**config.mk**
```make
export PLATFORM = sky130hd
export DESIGN_NAME = rx_chan_subst
export DESIGN_NICKNAME = d
export VERILOG_FILES = /design/src/rtl/rx_chan_subst.sv
export SDC_FILE = /design/constraint.sdc
export NUM_CORES = 1
export LEC_CHECK = 0
export BUFFER_PORTS_ARGS = -buffer_cell sky130_fd_sc_hd__buf_2
export CORE_MARGIN = 4
export CORE_UTILIZATION = 40
export CTS_BUF_LIST = sky130_fd_sc_hd__clkbuf_4
export DETAILED_ROUTE_END_ITERATION = 10
export PLACE_DENSITY_LB_ADDON = 0.1
export RECOVER_POWER = 50
export SLEW_MARGIN = 10
export SYNTH_ARGS = -nofsm -noshare
export SYNTH_HDL_FRONTEND = slang
export SYNTH_SLANG_ARGS = --single-unit
```
**constraint.sdc**
```tcl
create_clock -name clk -period 5.42 [get_ports clk]
set_input_delay 0.813 -clock clk [delete_from_list [all_inputs] [get_ports clk]]
set_output_delay 0.813 -clock clk [all_outputs]
set_load 0.1 [all_outputs]
```
**src/rtl/rx_chan_subst.sv**
```systemverilog
`timescale 1ns/1ps
module rx_chan_subst #(
  parameter int NCH = 24
) (
  input  logic           clk,
  input  logic           rst_n,
  input  logic           frame_sync,
  input  logic           din,
  input  logic [NCH-1:0] chan_mask,
  input  logic           tone_sel,
  output logic           dout
);
  localparam int BPC = 8;
  localparam int CW  = $clog2(NCH);
  localparam int BW  = $clog2(BPC);
  localparam logic [BPC-1:0] IDLE_BYTE = 8'h7F;
  localparam logic [BW-1:0]  BLAST     = BW'(BPC-1);
  localparam logic [CW-1:0]  CLAST     = CW'(NCH-1);

  function automatic logic [BPC-1:0] tone_byte(input logic [2:0] i);
    case (i)
      3'd0, 3'd3: tone_byte = 8'h1E;
      3'd1, 3'd2: tone_byte = 8'h0B;
      3'd4, 3'd7: tone_byte = 8'h9E;
      default:    tone_byte = 8'h8B;
    endcase
  endfunction

  logic           locked_q, fnext_q, act_q, tone_q;
  logic [CW-1:0]  ch_q;
  logic [BW-1:0]  bt_q;
  logic [BPC-1:0] code_q;
  logic [2:0]     idx_q [NCH];

  wire fbit  = frame_sync | fnext_q;
  wire lockd = locked_q | frame_sync;
  wire first = ~fbit & (bt_q == '0);
  wire act   = first ? chan_mask[ch_q] : act_q;
  wire tone  = first ? tone_sel : tone_q;
  wire [BPC-1:0] code = first ? (tone_sel ? tone_byte(idx_q[ch_q]) : IDLE_BYTE) : code_q;
  wire sub   = lockd & ~fbit & act;
  wire last  = ~fbit & (bt_q == BLAST);

  always_ff @(posedge clk or negedge rst_n) begin
    if (!rst_n) begin
      locked_q <= 1'b0;
      fnext_q  <= 1'b0;
      act_q    <= 1'b0;
      tone_q   <= 1'b0;
      code_q   <= '0;
      ch_q     <= '0;
      bt_q     <= '0;
      dout     <= 1'b0;
    end else begin
      dout <= sub ? code[BLAST - bt_q] : din;
      if (fbit) begin
        locked_q <= lockd;
        fnext_q  <= 1'b0;
        ch_q     <= '0;
        bt_q     <= '0;
      end else begin
        act_q  <= act;
        tone_q <= tone;
        code_q <= code;
        if (last) begin
          bt_q <= '0;
          if (ch_q == CLAST) begin
            ch_q    <= '0;
            fnext_q <= 1'b1;
          end else begin
            ch_q <= ch_q + 1'b1;
          end
        end else begin
          bt_q <= bt_q + 1'b1;
        end
      end
    end
  end

  always_ff @(posedge clk or negedge rst_n) begin
    if (!rst_n) begin
      for (int i = 0; i < NCH; i++) idx_q[i] <= '0;
    end else if (last && lockd && act && tone) begin
      idx_q[ch_q] <= idx_q[ch_q] + 3'd1;
    end
  end
endmodule


```
==> flow_summary.toml <==
[placed_design]
numPortBuffers = 29
place_ws_ns = 0.998
gp_congestion = 0.780
dpl.hpwl_mm = 7.88

[route]
routed_wl_mm = 11.3
dr.first_iter.drc_count = 187
wl_per_cell_um = 20.0
firstDrtPassIters = 4
vias = 3071
ant_nets = 0
vias_per_cell = 5.45
drc_errors = 0

[floorplan]
dieWidth_um = 119
row_count = 40
start_util_pct = 41.0
core-area_mm2 = 0.0121
fp.dieArea_mm2 = 0.0142
io_pins = 30
die_h_um = 119

[critical_path]
path_class = "reg -> reg"
cp.required_ns = 5.81
critPathMaxFanout = 29
cp-startpoint = "ch_q[0]"
rrSetupSlack_ns = 1.01
critPathLaunchType = "flip-flop"
end_kind = "flip-flop"
rr_startpoint = "ch_q[0]"
crit_arrival_ns = 4.80

[timing]
fin_setup_tns_ns = 0
max_freq_mhz = 227
rsz0062_at_grt = "no"
worst_slew_pin_slew_ns = 1.76
finClkSkew_ns = 0.0231
finalSetupViolCount = 0
period_share_pct = 81.3
worst_slack_ns = 1.01
slew-limit-headroom_pct = -17.5
min_period_ns = 4.41
finalHoldViolations = 0
report.final.slew_viol_count = 73

[clock_tree]
cts_setup_buffers = 0
clockRootBuffer = "clkbuf_4"
clk_pin_slew_ns = 0.16
clk_latency_ns = 0.49
cts_tree = "done"
cts_sinks = 93
cts_buffer_depth = 2
htree_levels = 3
numCtsBuffers = 9
cts_resized = 0
cts_hold_buf = 0

[synthesis]
yosys.area.top_type = "dfrtp_1"
yosysUniqueCellTypes = 51
ys_top_cells_by_area = "dfrtp_1 (47%), mux2_2 (16%), mux4_2 (11%)"
yosys.area.top_type_share_pct = 47.1
synthCells = 370
synth_warnings = 0
ys_seq_elements = 93
synth_area_per_cell_um2 = 13.4
ys_seq_area_share_pct = 47.1
synth_enable_flop_cells = 0
synth_ff_type = "dfrtp_1"
synthArstFlopShare_pct = 100
synth_nets = 412
synthesis.area_mm2 = 0.00494

[job]
drv_cap = 1

[pwr]
p_switching_w = 0.000337
pwr-share-clk_pct = 29.7
ir_worst_vdd_v = 0.000179
p_seq_share_pct = 60.8
share_comb_of_total_power_pct = 9.4
p_int_w = 0.000839
p_per_area_mw_per_mm2 = 222
leakage_nw = 2.43
swShare_pct = 28.7

[worst_hold_path]
worstHoldPathType = "reg -> reg"
hp-start = "locked_q"

[grt]
overflow = 0
grt_usage_pct = 17.4
grt_start_max_net_pins = 73
grt_pass1_wl_mm = 19.1
grt_pass1_vias = 3396
antenna_found_initial = 0

[final_layout]
layout-drive-gt1-share_pct = 39.2
syn_to_final_growth_pct = 7.11
num_antenna_cells = 0
nNetsFinal = 432

[outcome]
failed_checks = "capacitance limit, slew limit"
status = "complete, but fails checks"
[logic make-up after synthesis]
family                     count (synthesis)  share of synthesized area [%]
adders and majority gates                 13                           3.29
DFF                                       93                           47.1
xor gates and xnor gates                   1                          0.177
AOI/OAI and AO/OA                         26                           3.95
buffers and inverters                     40                           4.23
and+or+nand+nor                           85                           10.5
muxes                                    112                           30.8
[critical path, stage by stage (launching register included)]
cell	delay, ns
dfrtp_2	0.97
mux4_2	0.59
mux4_2	0.47
inv_1	0.06
o22a_1	0.19
inv_1	0.08
ha_1	0.22
ha_1	0.19
or4b_2	0.67
mux2i_1	0.25
o2111ai_1	0.13
o311ai_0	0.12
a211oi_1	0.09
mux2_4	0.27
[cell usage after synthesis (8+ instances only)]
master / number
inv_1: 15
dfrtp_1: 93
ha_1: 13
mux2i_1: 11
a21oi_1: 8
mux4_2: 24
nand2_1: 12
nand4_1: 18
clkbuf_1: 11
nor2_1: 13
mux2_2: 71
[routing by layer]
metal  part of all wire [%]  GRT usage, %  up-vias
met3                    4.4          4.89        8
li1                       -             -     1437
met5                      0             0        -
met2                     50          28.0       48
met1                     44          22.8     1578
met4                    1.0          5.14        0
[final cells by class]
class	instances	area [um^2]
well taps	168	210
inverters	15	56.3
clock buffers	9	67.6
fillers	1142	6770
clock inverters	7	47.5
flip-flops and latches	93	2330
multi-input cells	237	2410
repair buffers	34	178
[worst paths after layout]
check	end	cells after the start
setup / recovery	dout	13
hold / removal	locked_q	1
setup reg to reg	dout	13
hold reg to reg	locked_q	1
max in group asynchronous	idx_q[50]	2
min in group asynchronous	code_q[0]	1
[metrics by stage]
step	utilization [%]	power [W]	cells	hold WS, ns	cell area (um^2)
4_1_cts	44.0	0.00120	563	0.169	5300
3_5_place_dp	43.0	0.000843	547	0.463	5190
3_3_place_gp	43.0	0.000844	547	0.471	5190
2_1_floorplan	-	0.000803	370	0.435	4940
6_report	43.9	0.00118	563	0.491	5300
5_1_grt	43.9	0.00124	563	0.508	5300
[power groups by stage]
stage / Combinational [W] / Sequential [W] / Clock (W)
after floorplan: 0.0000687 / 0.000734 / 0
after global placement: 0.000114 / 0.000729 / 0
after detailed placement: 0.000114 / 0.000729 / 0
after CTS: 0.000114 / 0.000716 / 0.000368
after global routing: 0.000126 / 0.000718 / 0.000396
final: 0.000111 / 0.000716 / 0.000350
[flip-flops by register name, summed over array words and instances (netlist names)]
name and flops:
act_q 1, bt_q 3, ch_q 5, code_q 8
dout 1, fnext_q 1, idx_q 72, locked_q 1
tone_q 1
[cell usage in the layout, fill, tap and decap left out, types with 2 or more instances in the layout]
cell type	count
dfrtp_1	92
mux2_2	71
buf_2	27
mux4_2	24
nand4_1	18
inv_1	15
nor2_1	13
ha_1	13
nand2_1	12
mux2i_1	11
clkbuf_4	9
a21oi_1	8
nand3_1	6
or2_2	5
mux2_1	5
buf_4	4
nor3b_1	3
nor3_1	3
or3_1	3
o21ai_0	3
and2_0	3
and4_1	3
nor2b_1	2
o2111ai_1	2
nand2b_1	2
nand3b_1	2
o21a_1	2
and4b_4	2
clkinv_2	2
inv_6	2
clkbuf_1	2
(Power assumes the default switching activity.)
